==> src/rtl/txep_pkg.sv <==
package txep_pkg;

    typedef struct packed {
        logic autoarm;
        logic iso;
        logic dir;
        logic dmaen;
        logic dmamode;
    } ep_cfg_t;

    typedef enum logic {
        ST_FILL  = 1'b0,
        ST_READY = 1'b1
    } ep_state_t;

endpackage

==> src/rtl/txep_cfg_reg.sv <==
module txep_cfg_reg
    import txep_pkg::*;
(
    input  logic       clk,
    input  logic       rst_n,
    input  logic       reg_wr,
    input  logic [7:0] reg_wdata,
    output logic [7:0] reg_rdata,
    output ep_cfg_t    cfg,
    output logic       force_stb
);

    ep_cfg_t cfg_q;
    logic    unused_rsvd;

    assign unused_rsvd = ^reg_wdata[1:0];

    always_ff @(posedge clk) begin
        if (!rst_n) begin
            cfg_q <= '0;
        end else if (reg_wr) begin
            cfg_q.autoarm <= reg_wdata[7];
            cfg_q.iso     <= reg_wdata[6];
            cfg_q.dir     <= reg_wdata[5];
            cfg_q.dmaen   <= reg_wdata[4];
            cfg_q.dmamode <= reg_wdata[2];
        end
    end

    assign force_stb = reg_wr & reg_wdata[3];
    assign cfg       = cfg_q;
    assign reg_rdata = {cfg_q.autoarm, cfg_q.iso, cfg_q.dir, cfg_q.dmaen,
                        1'b0, cfg_q.dmamode, 2'b00};

    // a write is reflected in the readback on the next cycle
    a_r1_write_back: assert property (@(posedge clk) disable iff (!rst_n)
        reg_wr |=> (reg_rdata[7:4] == $past(reg_wdata[7:4])) && (reg_rdata[2] == $past(reg_wdata[2])));

endmodule

==> src/rtl/txep_pkt_fsm.sv <==
module txep_pkt_fsm
    import txep_pkg::*;
#(
    parameter int CW = 11
) (
    input  logic          clk,
    input  logic          rst_n,
    input  ep_cfg_t       cfg,
    input  logic          force_stb,
    input  logic          sw_set_rdy,
    input  logic          fifo_push,
    input  logic [CW-1:0] max_pkt,
    input  logic          link_ack,
    input  logic          link_sent,
    output logic          txrdy,
    output logic          toggle,
    output logic          room_left,
    output logic          pkt_done,
    output logic          flush
);

    localparam logic [CW-1:0] CNT_ONE = CW'(1);

    ep_state_t     st_q, st_d;
    logic [CW-1:0] cnt_q, cnt_d, cnt_inc;
    logic          tog_q, tog_d;
    logic          flush_q;
    logic          fill_hit;

    assign cnt_inc  = cnt_q + CNT_ONE;
    assign fill_hit = fifo_push && (cnt_q < max_pkt) && (cnt_inc == max_pkt);
    assign pkt_done = (st_q == ST_FILL) && !force_stb && fill_hit;

    always_comb begin
        st_d  = st_q;
        cnt_d = cnt_q;
        tog_d = tog_q;
        if (force_stb) begin
            st_d  = ST_FILL;
            cnt_d = '0;
            tog_d = ~tog_q;
        end else begin
            unique case (st_q)
                ST_FILL: begin
                    if (fifo_push && (cnt_q < max_pkt)) cnt_d = cnt_inc;
                    if (sw_set_rdy || (cfg.autoarm && fill_hit)) st_d = ST_READY;
                end
                ST_READY: begin
                    if (!cfg.iso && link_ack) begin
                        st_d  = ST_FILL;
                        cnt_d = '0;
                        tog_d = ~tog_q;
                    end else if (cfg.iso && link_sent) begin
                        st_d  = ST_FILL;
                        cnt_d = '0;
                    end
                end
            endcase
        end
    end

    always_ff @(posedge clk) begin
        if (!rst_n) begin
            st_q    <= ST_FILL;
            cnt_q   <= '0;
            tog_q   <= 1'b0;
            flush_q <= 1'b0;
        end else begin
            st_q    <= st_d;
            cnt_q   <= cnt_d;
            tog_q   <= tog_d;
            flush_q <= force_stb;
        end
    end

    assign txrdy     = (st_q == ST_READY);
    assign toggle    = tog_q;
    assign room_left = (cnt_q < max_pkt);
    assign flush     = flush_q;

    // auto-arm sets ready on the completing push
    a_r2_autoarm: assert property (@(posedge clk) disable iff (!rst_n)
        (st_q == ST_FILL && cfg.autoarm && fill_hit && !force_stb) |=> (st_q == ST_READY));
    // no software set and no automatic set keeps the endpoint filling
    a_r3_no_auto: assert property (@(posedge clk) disable iff (!rst_n)
        (st_q == ST_FILL && !sw_set_rdy && !(cfg.autoarm && fill_hit)) |=> (st_q == ST_FILL));
    // ACK on a non-isochronous endpoint advances toggle and frees the slot
    a_r4_ack: assert property (@(posedge clk) disable iff (!rst_n)
        (st_q == ST_READY && !cfg.iso && link_ack && !force_stb) |=> (st_q == ST_FILL && tog_q != $past(tog_q)));
    // an isochronous endpoint never moves the toggle by itself
    a_r5_iso_hold: assert property (@(posedge clk) disable iff (!rst_n)
        (cfg.iso && !force_stb) |=> $stable(tog_q));
    // forced toggle flips and empties from any state
    a_r8_force: assert property (@(posedge clk) disable iff (!rst_n)
        force_stb |=> (tog_q != $past(tog_q)) && (st_q == ST_FILL) && (cnt_q == '0) && flush);

endmodule

==> src/rtl/txep_dma_irq.sv <==
module txep_dma_irq
    import txep_pkg::*;
(
    input  logic    clk,
    input  logic    rst_n,
    input  ep_cfg_t cfg,
    input  logic    txrdy,
    input  logic    fifo_room,
    input  logic    room_left,
    input  logic    pkt_done,
    input  logic    dma_done,
    output logic    dma_req,
    output logic    irq
);

    logic irq_q;

    assign dma_req = cfg.dmaen && !txrdy && fifo_room && room_left;

    always_ff @(posedge clk) begin
        if (!rst_n) irq_q <= 1'b0;
        else        irq_q <= cfg.dmaen && (cfg.dmamode ? dma_done : pkt_done);
    end

    assign irq = irq_q;

    // per-packet mode does not react to the transfer-done input
    a_r9_pkt_mode: assert property (@(posedge clk) disable iff (!rst_n)
        (!cfg.dmamode && !pkt_done) |=> !irq);
    // whole-transfer mode raises nothing without transfer done
    a_r10_xfer_mode: assert property (@(posedge clk) disable iff (!rst_n)
        (cfg.dmamode && !dma_done) |=> !irq);

endmodule

==> src/rtl/usb_tx_ep_ctrl.sv <==
module usb_tx_ep_ctrl
    import txep_pkg::*;
#(
    parameter int CW = 11
) (
    input  logic          clk,
    input  logic          rst_n,
    input  logic          reg_wr,
    input  logic [7:0]    reg_wdata,
    output logic [7:0]    reg_rdata,
    input  logic          sw_set_rdy,
    input  logic          fifo_push,
    input  logic          fifo_room,
    input  logic [CW-1:0] max_pkt,
    input  logic          shared_fifo,
    input  logic          link_ack,
    input  logic          link_sent,
    input  logic          dma_done,
    output logic          dma_req,
    output logic          irq,
    output logic          flush,
    output logic          dir_tx,
    output logic          iso_mode,
    output logic          stat_toggle,
    output logic          stat_txrdy
);

    ep_cfg_t cfg;
    logic    force_stb;
    logic    room_left;
    logic    pkt_done;

    txep_cfg_reg u_cfg (
        .clk       (clk),
        .rst_n     (rst_n),
        .reg_wr    (reg_wr),
        .reg_wdata (reg_wdata),
        .reg_rdata (reg_rdata),
        .cfg       (cfg),
        .force_stb (force_stb)
    );

    txep_pkt_fsm #(.CW(CW)) u_fsm (
        .clk        (clk),
        .rst_n      (rst_n),
        .cfg        (cfg),
        .force_stb  (force_stb),
        .sw_set_rdy (sw_set_rdy),
        .fifo_push  (fifo_push),
        .max_pkt    (max_pkt),
        .link_ack   (link_ack),
        .link_sent  (link_sent),
        .txrdy      (stat_txrdy),
        .toggle     (stat_toggle),
        .room_left  (room_left),
        .pkt_done   (pkt_done),
        .flush      (flush)
    );

    txep_dma_irq u_dma (
        .clk       (clk),
        .rst_n     (rst_n),
        .cfg       (cfg),
        .txrdy     (stat_txrdy),
        .fifo_room (fifo_room),
        .room_left (room_left),
        .pkt_done  (pkt_done),
        .dma_done  (dma_done),
        .dma_req   (dma_req),
        .irq       (irq)
    );

    assign dir_tx   = shared_fifo ? cfg.dir : 1'b1;
    assign iso_mode = cfg.iso;

    // a completed packet withdraws the DMA request
    a_r7_req_stop: assert property (@(posedge clk) disable iff (!rst_n)
        pkt_done |=> !dma_req);
    // reserved and strobe bits never read back as 1
    a_r1_rsvd_zero: assert property (@(posedge clk) disable iff (!rst_n)
        (reg_rdata[3] == 1'b0) && (reg_rdata[1:0] == 2'b00));

endmodule

==> config.mk <==
export PLATFORM = sky130hd
export DESIGN_NAME = usb_tx_ep_ctrl
export DESIGN_NICKNAME = d
export VERILOG_FILES = /design/src/rtl/txep_pkg.sv /design/src/rtl/txep_cfg_reg.sv /design/src/rtl/txep_pkt_fsm.sv /design/src/rtl/txep_dma_irq.sv /design/src/rtl/usb_tx_ep_ctrl.sv
export SDC_FILE = /design/constraint.sdc
export NUM_CORES = 1
export LEC_CHECK = 0
export ABC_CLOCK_PERIOD_IN_PS = 4100
export BUFFER_PORTS_ARGS = -buffer_cell sky130_fd_sc_hd__buf_2
export CAP_MARGIN = 10
export CORE_ASPECT_RATIO = 2
export CORE_MARGIN = 2
export CORE_UTILIZATION = 57
export DETAILED_ROUTE_END_ITERATION = 6
export HOLD_SLACK_MARGIN = 0.02
export PLACE_DENSITY = 0.85
export SYNTH_ARGS = -nofsm -noshare
export SYNTH_HDL_FRONTEND = slang
export SYNTH_HIERARCHICAL = 1
export SYNTH_SLANG_ARGS = --single-unit
==> constraint.sdc <==
create_clock -name clk -period 4.1 [get_ports clk]
set_input_delay 0.205 -clock clk [delete_from_list [all_inputs] [get_ports clk]]
set_output_delay 0.205 -clock clk [all_outputs]
set_load 0.1 [all_outputs]
==> metrics.txt, run 1 <==
status completed; port bufs 38; critical path's largest stage delay about 0.70 ns; max-slew violations 0; setup ws final 1.39 ns; min-delay src dma_done; pwr/cell area 271 nW/um^2; gr usage total 0.234; Register-to-Register Path Depth 7; vias in the first global route about 1,400; startpoint class of the critical path register; period utilization 0.662; DR iter-0 viols 46; via count 1,583; Final min period 2.71 ns; ys async rst share 0; RR Endpoint u_fsm/cnt_q[10]$_SDFFE_PP0P_; CP Buf/Inv Count 0; antenna violation net count after detailed routing 0; CTS buffer count 3; Area Growth Syn to Fin 11.0%; # hold bufs at CTS 0; Net count, final approximately 270; Syn Area/Cell ~8 sq um; clk_lat worst skew approximately 0.26 ns; Syn Inst Count 203; Synth area leaders dfxtp_1, ha_1, nand3_1; Top delay family on crit path simple AND/OR/NAND/NOR gates; boundary pin count 44; critical-path maximum fanout 18; Main synth FF type dfxtp_1; max_cap viols 0; WP data arrival between 2 and 3 ns; Sink Count 20; Non-Filler Instances about 260; r2r setup slk between 1 and 1.5 ns; initial antenna violation count 0; Lkg Pwr between 0.0008 and 0.0009 uW; Die ar. 3410 sq um; VDD IR max 0.210 mV; die span in x approximately 42 um; clock root buffer clkbuf_8; Max clock buf depth 2; kind of end point of the critical path register; Hold Vio Cnt, Final 0; Slew HR 0.539; H-tree levels 1; YS warnings 6; fillers 252; gp weighted congestion a little over 0.8; chip height slightly above 80 um; crit path kind reg2reg; DP HPWL between 3000 and 4000 um; Final Power about 500 uW; R2R Path Start u_fsm/cnt_q[6]$_SDFFE_PP0P_; n_diodes 0; Starting Density 0.604; most common library cells after synthesis dfxtp_1, nand2_1, inv_1, nand3_1, ha_1; Unique masters post-synth 50; TNS Setup 0 ns; Final Skew slightly above 0.002 ns; fraction of layout cells with a size suffix above 1 0.211; Core ar. 2770 sq um; DR pass1 iterations 4; worst-path cell chain ha_1 > a211oi_1 > o21a_1 > nor3_1 > nand4bb_1 > or4_1 > nand3_1; CTS tree yes; # rows 27; first-pass GRT wire length 6150 um; worst-margin pin slew about 0.7 ns; Max stage delay cell, worst path or4_1; Hold Crit Depth 3; flops & latches, synth 20; Hold Path Class in2reg; post-DR vias/cell between 6 and 7; dpl ws between 1 and 1.5 ns; Post-synth EDFFs 0; unrepaired setup endpoints after global routing false; CTS resizes 0; CP required approximately 4.3 ns; Yosys top cell by area dfxtp_1; top cell type's share of synthesized area 0.239; Mapped Area 1670 sq um; hold endpoint u_dma/irq$_SDFF_PN0_; largest net degree at the start of global routing 19; # setup viols final 0; number of instances in the placed design 257; GRT Residual Overflow 0; clock-pin slew on the worst setup and hold paths approximately 0.080 ns; count leader, synth dfxtp_1; WL per Instance approximately 15 um; register area share after synthesis 0.239; Setup Fix Bufs, Post-CTS 0; DRT Wirelength ~3800 um; Achievable Freq ~370 MHz; Remaining DRCs 0
## cell type report
type	instances	area, sq um	share of cell area
sequential	20	400	0.215
inverter	16	60.1	0.0323
tap	29	36.3	0.0195
timing repair buffer	38	190	0.102
clock buffer	4	55.1	0.0296
multi-input combinational	154	1120	0.601
## where the power goes
part | internal [uW] | switching (uW)
logic | 36.7 | 105
clock network | 85.6 | 68.3
registers | 201 | 7.38
total | 323 | 180
## layer usage
| metal | track usage | vias to the layer above | share of wire | wire length [um] |
|---|---|---|---|---|
| met5 | 0 | - | 0 | 0 |
| met4 | 0.153 | 0 | 0.038 | 147 |
| met3 | 0.0225 | 10 | 0.041 | 155 |
| met2 | 0.443 | 48 | 0.54 | 2070 |
| met1 | 0.231 | 738 | 0.38 | 1450 |
| li1 | - | 787 | - | - |
## stage by stage
stage | utilization | hold WS (ns) | area, sq um
floorplan | - | 0.327 | 1680
global placement | 0.651 | 0.446 | 1800
detailed placement | 0.651 | 0.455 | 1800
CTS | 0.671 | 0.181 | 1860
global route | 0.671 | 0.207 | 1860
finish | 0.671 | 0.177 | 1860
## tightest hold or removal path: stages
cell and delay, ns:
buf_2 0.07, mux2i_1 0.05, nor2_1 0.07
## worst max path at each step
stage | startpoint | to | cells after the start
2_1_floorplan | u_fsm/cnt_q[6]$_SDFFE_PP0P_ | dma_req | 6
3_3_place_gp | u_fsm/cnt_q[6]$_SDFFE_PP0P_ | u_fsm/cnt_q[10]$_SDFFE_PP0P_ | 7
3_5_place_dp | u_fsm/cnt_q[6]$_SDFFE_PP0P_ | u_fsm/cnt_q[8]$_SDFFE_PP0P_ | 7
4_1_cts | u_fsm/cnt_q[6]$_SDFFE_PP0P_ | u_fsm/cnt_q[10]$_SDFFE_PP0P_ | 7
5_1_grt | u_fsm/cnt_q[6]$_SDFFE_PP0P_ | u_fsm/cnt_q[10]$_SDFFE_PP0P_ | 7
6_report | u_fsm/cnt_q[6]$_SDFFE_PP0P_ | u_fsm/cnt_q[10]$_SDFFE_PP0P_ | 7
## layout by cell type, fill, tap and decap left out, types with 5 or more instances in the layout
master / n
buf_2: 38
dfxtp_1: 20
ha_1: 12
inv_1: 16
mux2i_1: 6
nand2_1: 17
nand3_1: 16
nor2_1: 6
nor2b_1: 9
o211ai_1: 10
or4_1: 9
xnor2_1: 7
xor2_1: 5
## sequential cells by signal (all words and copies together) (netlist names)
register and cells:
u_fsm/toggle 1, u_fsm/cnt_q 11, u_dma/irq 1, u_fsm/flush 1
u_cfg/cfg 5, u_fsm/txrdy 1
## logic make-up (layout without fill, tap and decap cells)
family | after synthesis | in the layout | synth area share
AOI/OAI and AO/OA | 34 | 34 | 0.152
xor gates and xnor gates | 12 | 12 | 0.0628
adders and majority gates | 12 | 12 | 0.0897
other | 1 | 3 | 0.00224
DFF | 20 | 20 | 0.239
muxes | 6 | 6 | 0.0359
and+or+nand+nor | 87 | 87 | 0.319
buffers and inverters | 31 | 58 | 0.0986
No activity file was read; power rests on OpenSTA's default activity.
==> run 2: changes to the inputs <==
--- a/config.mk
+++ b/config.mk
@@ -5,15 +5,15 @@
 export SDC_FILE = /design/constraint.sdc
 export NUM_CORES = 1
 export LEC_CHECK = 0
-export ABC_CLOCK_PERIOD_IN_PS = 4100
+export ABC_CLOCK_PERIOD_IN_PS = 2700
 export BUFFER_PORTS_ARGS = -buffer_cell sky130_fd_sc_hd__buf_2
 export CAP_MARGIN = 10
 export CORE_ASPECT_RATIO = 2
 export CORE_MARGIN = 2
-export CORE_UTILIZATION = 57
+export CORE_UTILIZATION = 53
 export DETAILED_ROUTE_END_ITERATION = 6
 export HOLD_SLACK_MARGIN = 0.02
-export PLACE_DENSITY = 0.85
+export PLACE_DENSITY = 0.8
 export SYNTH_ARGS = -nofsm -noshare
 export SYNTH_HDL_FRONTEND = slang
 export SYNTH_HIERARCHICAL = 1
==> constraint.sdc (replaced) <==
create_clock -name clk -period 2.7 [get_ports clk]
set_input_delay 0.135 -clock clk [delete_from_list [all_inputs] [get_ports clk]]
set_output_delay 0.135 -clock clk [all_outputs]
set_load 0.1 [all_outputs]
==> run 2 against run 1 <==
  * Via count rose by 2.3%
  * Final cell count increased by 1.5%
  * Total power up 51%
  * Combinational power rose by 52%
  * Non-clock buffer count up 3
  * Final area is 1.3% higher
  * Register-to-register slack worse by 1.1 ns
  * Clock skew barely moved
  * Wire length grew 0.99%
  * Sequential share of layout area shrank 0.27 points
  * Critical endpoint is now dma_req
  * Largest cell class unchanged
  * Largest power group unchanged
==> metrics.txt, run 2 (synthesis gave the netlist of run 1 again) <==
Slew HR 0.535 (was 0.539); TNS Setup 0 ns (unchanged); Non-Filler Instances 265 (was 261); kind of end point of the critical path output pin (was register); Critical Path Start u_fsm/cnt_q[9]$_SDFFE_PP0P_ (was u_fsm/cnt_q[6]$_SDFFE_PP0P_); worst-margin pin slew 0.695 ns (was 0.687 ns); VDD IR max 0.372 mV (was 0.210 mV); DR pass1 iterations 4 (unchanged); Max clock buf depth 2 (unchanged); # hold bufs at CTS 0 (unchanged); max-slew violations 0 (unchanged); # rows 28 (was 27); CTS buffer count 3 (unchanged); Sink Count 20 (unchanged); DRT Wirelength 3860 um (was 3820 um); antenna violation net count after detailed routing 0 (unchanged); Final Skew 0.00170 ns (was 0.00207 ns); die span in x 43.7 um (was 42.3 um); Int Power 492 uW (was 323 uW); Die ar. 3650 sq um (was 3410 sq um); clock group share of total power 0.303 (was 0.306); gp weighted congestion 0.863 (was 0.822); Area Growth Syn to Fin 12.4% (was 11.0%); Max stage delay cell, worst path dfxtp_1 (was or4_1); Core ar. 2980 sq um (was 2770 sq um); net load switching power 269 uW (was 180 uW); fraction of layout cells with a size suffix above 1 0.221 (was 0.211); clk_lat worst skew 0.26 ns (about the same); Hold Path Class in2reg (unchanged); first-pass GRT wire length 6580 um (was 6150 um); Remaining DRCs 0 (unchanged); startpoint class of the critical path register (unchanged); boundary pin count 44 (unchanged); n_diodes 0 (unchanged); r2r setup slk 0.32 ns (was 1.39 ns); Register-to-Register Path Depth 9 (was 7); Hold Vio Cnt, Final 0 (unchanged); number of flip-flops in the largest register 11 (unchanged); largest net degree at the start of global routing 14 (was 19); most frequent cells in the layout buf_2, dfxtp_1, nand2_1 (unchanged); Final min period ~2.5 ns; period utilization 0.913; fillers 271 (was 252); initial antenna violation count 0 (unchanged); Setup Fix Bufs, Post-CTS 0 (unchanged); clock-pin slew on the worst setup and hold paths 0.07 ns (was 0.08 ns); Final Power 761 uW (was 503 uW); number of instances in the placed design 261 (was 257); chip height 83.5 um (was 80.6 um); status completed (unchanged); WP data arrival 2.33 ns (was 2.92 ns); GRT Residual Overflow 0 (unchanged); Achievable Freq 406 MHz; CTS resizes 0 (unchanged); Net count, final 277 (was 274); Starting Density 0.562 (was 0.604); post-DR vias/cell 6.11 (was 6.07); port bufs 38 (unchanged); H-tree levels 1 (unchanged); CTS tree yes (unchanged); WL per Instance 14.6 um (about the same); Reg power frac 0.415 (was 0.413); via count 1,620 (was 1,583); commonest non-fill, non-tap cell in the layout buf_2 (unchanged); R2R Path Start u_fsm/cnt_q[1]$_SDFFE_PP0P_ (was u_fsm/cnt_q[6]$_SDFFE_PP0P_); DP HPWL 3070 um (was 3060 um); max_cap viols 0 (unchanged); worst-path cell chain ha_1 > a21o_1 > a21oi_1 > nor3b_1 > and4b_1 > buf_2 (was ha_1 > a211oi_1 > o21a_1 > nor3_1 > nand4bb_1 > or4_1 > nand3_1); vias in the first global route 1,541 (was 1,448); DR iter-0 viols 55 (was 46); gr usage total 0.231 (was 0.234); Critical Path Sink dma_req (was u_fsm/cnt_q[10]$_SDFFE_PP0P_); CP required 2.57 ns (was 4.31 ns); register with the most flip-flops u_fsm/cnt_q (unchanged); critical-path maximum fanout 7 (was 18); RR Endpoint u_dma/irq$_SDFF_PN0_ (was u_fsm/cnt_q[10]$_SDFFE_PP0P_); # setup viols final 0 (unchanged); Lkg Pwr 0.000883 uW (was 0.000868 uW); switching power share of the total 0.354 (was 0.358); crit path kind reg2out (was reg2reg); combinational power share 0.283 (was 0.281); pwr/cell area 404 nW/um^2 (was 271 nW/um^2); critical path's largest stage delay 0.46 ns (was 0.70 ns); unrepaired setup endpoints after global routing false (unchanged); clock root buffer clkbuf_8 (unchanged)
==> run 2: changes by cell type in the layout (fill, tap and decap cells not counted) <==
cell,before,now
buf_4,0,3
==> run 2: routing by layer <==
metal  track usage  share of wire  vias to the layer above
met4         0.127          0.028                        0
met1         0.250           0.37                      754
met3        0.0173          0.044                       10
met2         0.414           0.56                       63
met5             0              0                        -
li1              -              -                      793
==> run 2: how the worst min path moves through the flow <==
stage	to	from	cells past startpoint
after global routing	u_cfg/cfg[0]$_SDFFE_PN0P_	reg_wdata[2]	3
after floorplan	u_fsm/toggle$_SDFFE_PN0P_	rst_n	1
after CTS	u_dma/irq$_SDFF_PN0_	dma_done	3
after global placement	u_dma/irq$_SDFF_PN0_	dma_done	3
after detailed placement	u_dma/irq$_SDFF_PN0_	dma_done	3
final	u_dma/irq$_SDFF_PN0_	dma_done	3
==> run 2: power by group through the flow <==
stage,Sequential (uW),Clock [uW],Combinational [uW]
after CTS,316,238,216
after floorplan,350,0,145
after global placement,323,0,213
after global routing,318,253,229
after detailed placement,322,0,215
final,316,230,215
==> run 2: per-stage QoR <==
stage | utilization | hold WS (ns) | instance area [sq um] | setup slack, ns
after floorplan | - | 0.257 | 1680 | 0.535
after global placement | 0.613 | 0.374 | 1830 | 0.410
after detailed placement | 0.613 | 0.388 | 1830 | 0.371
after CTS | 0.632 | 0.115 | 1880 | 0.254
final | 0.632 | 0.132 | 1880 | 0.234
after global routing | 0.632 | 0.132 | 1880 | 0.0732
==> run 2: final cells by class <==
type	instances	area, sq um	share of cell area
multi-input cells	154	1120	0.593
flip-flops and latches	20	400	0.213
repair buffers	41	213	0.113
inverters	16	60.1	0.0319
clock buffers	4	55.1	0.0293
well taps	30	37.5	0.0199
==> run 2: worst max-delay path: cells and delay by family, from the launching register on <==
family | cells | cell delay [ns]
AND/OR/NAND/NOR | 2 | 0.45
adder cells (fa/ha/maj) | 1 | 0.29
buffers and inverters | 1 | 0.42
AO/OA/AOI/OAI | 2 | 0.46
flip-flops | 1 | 0.46
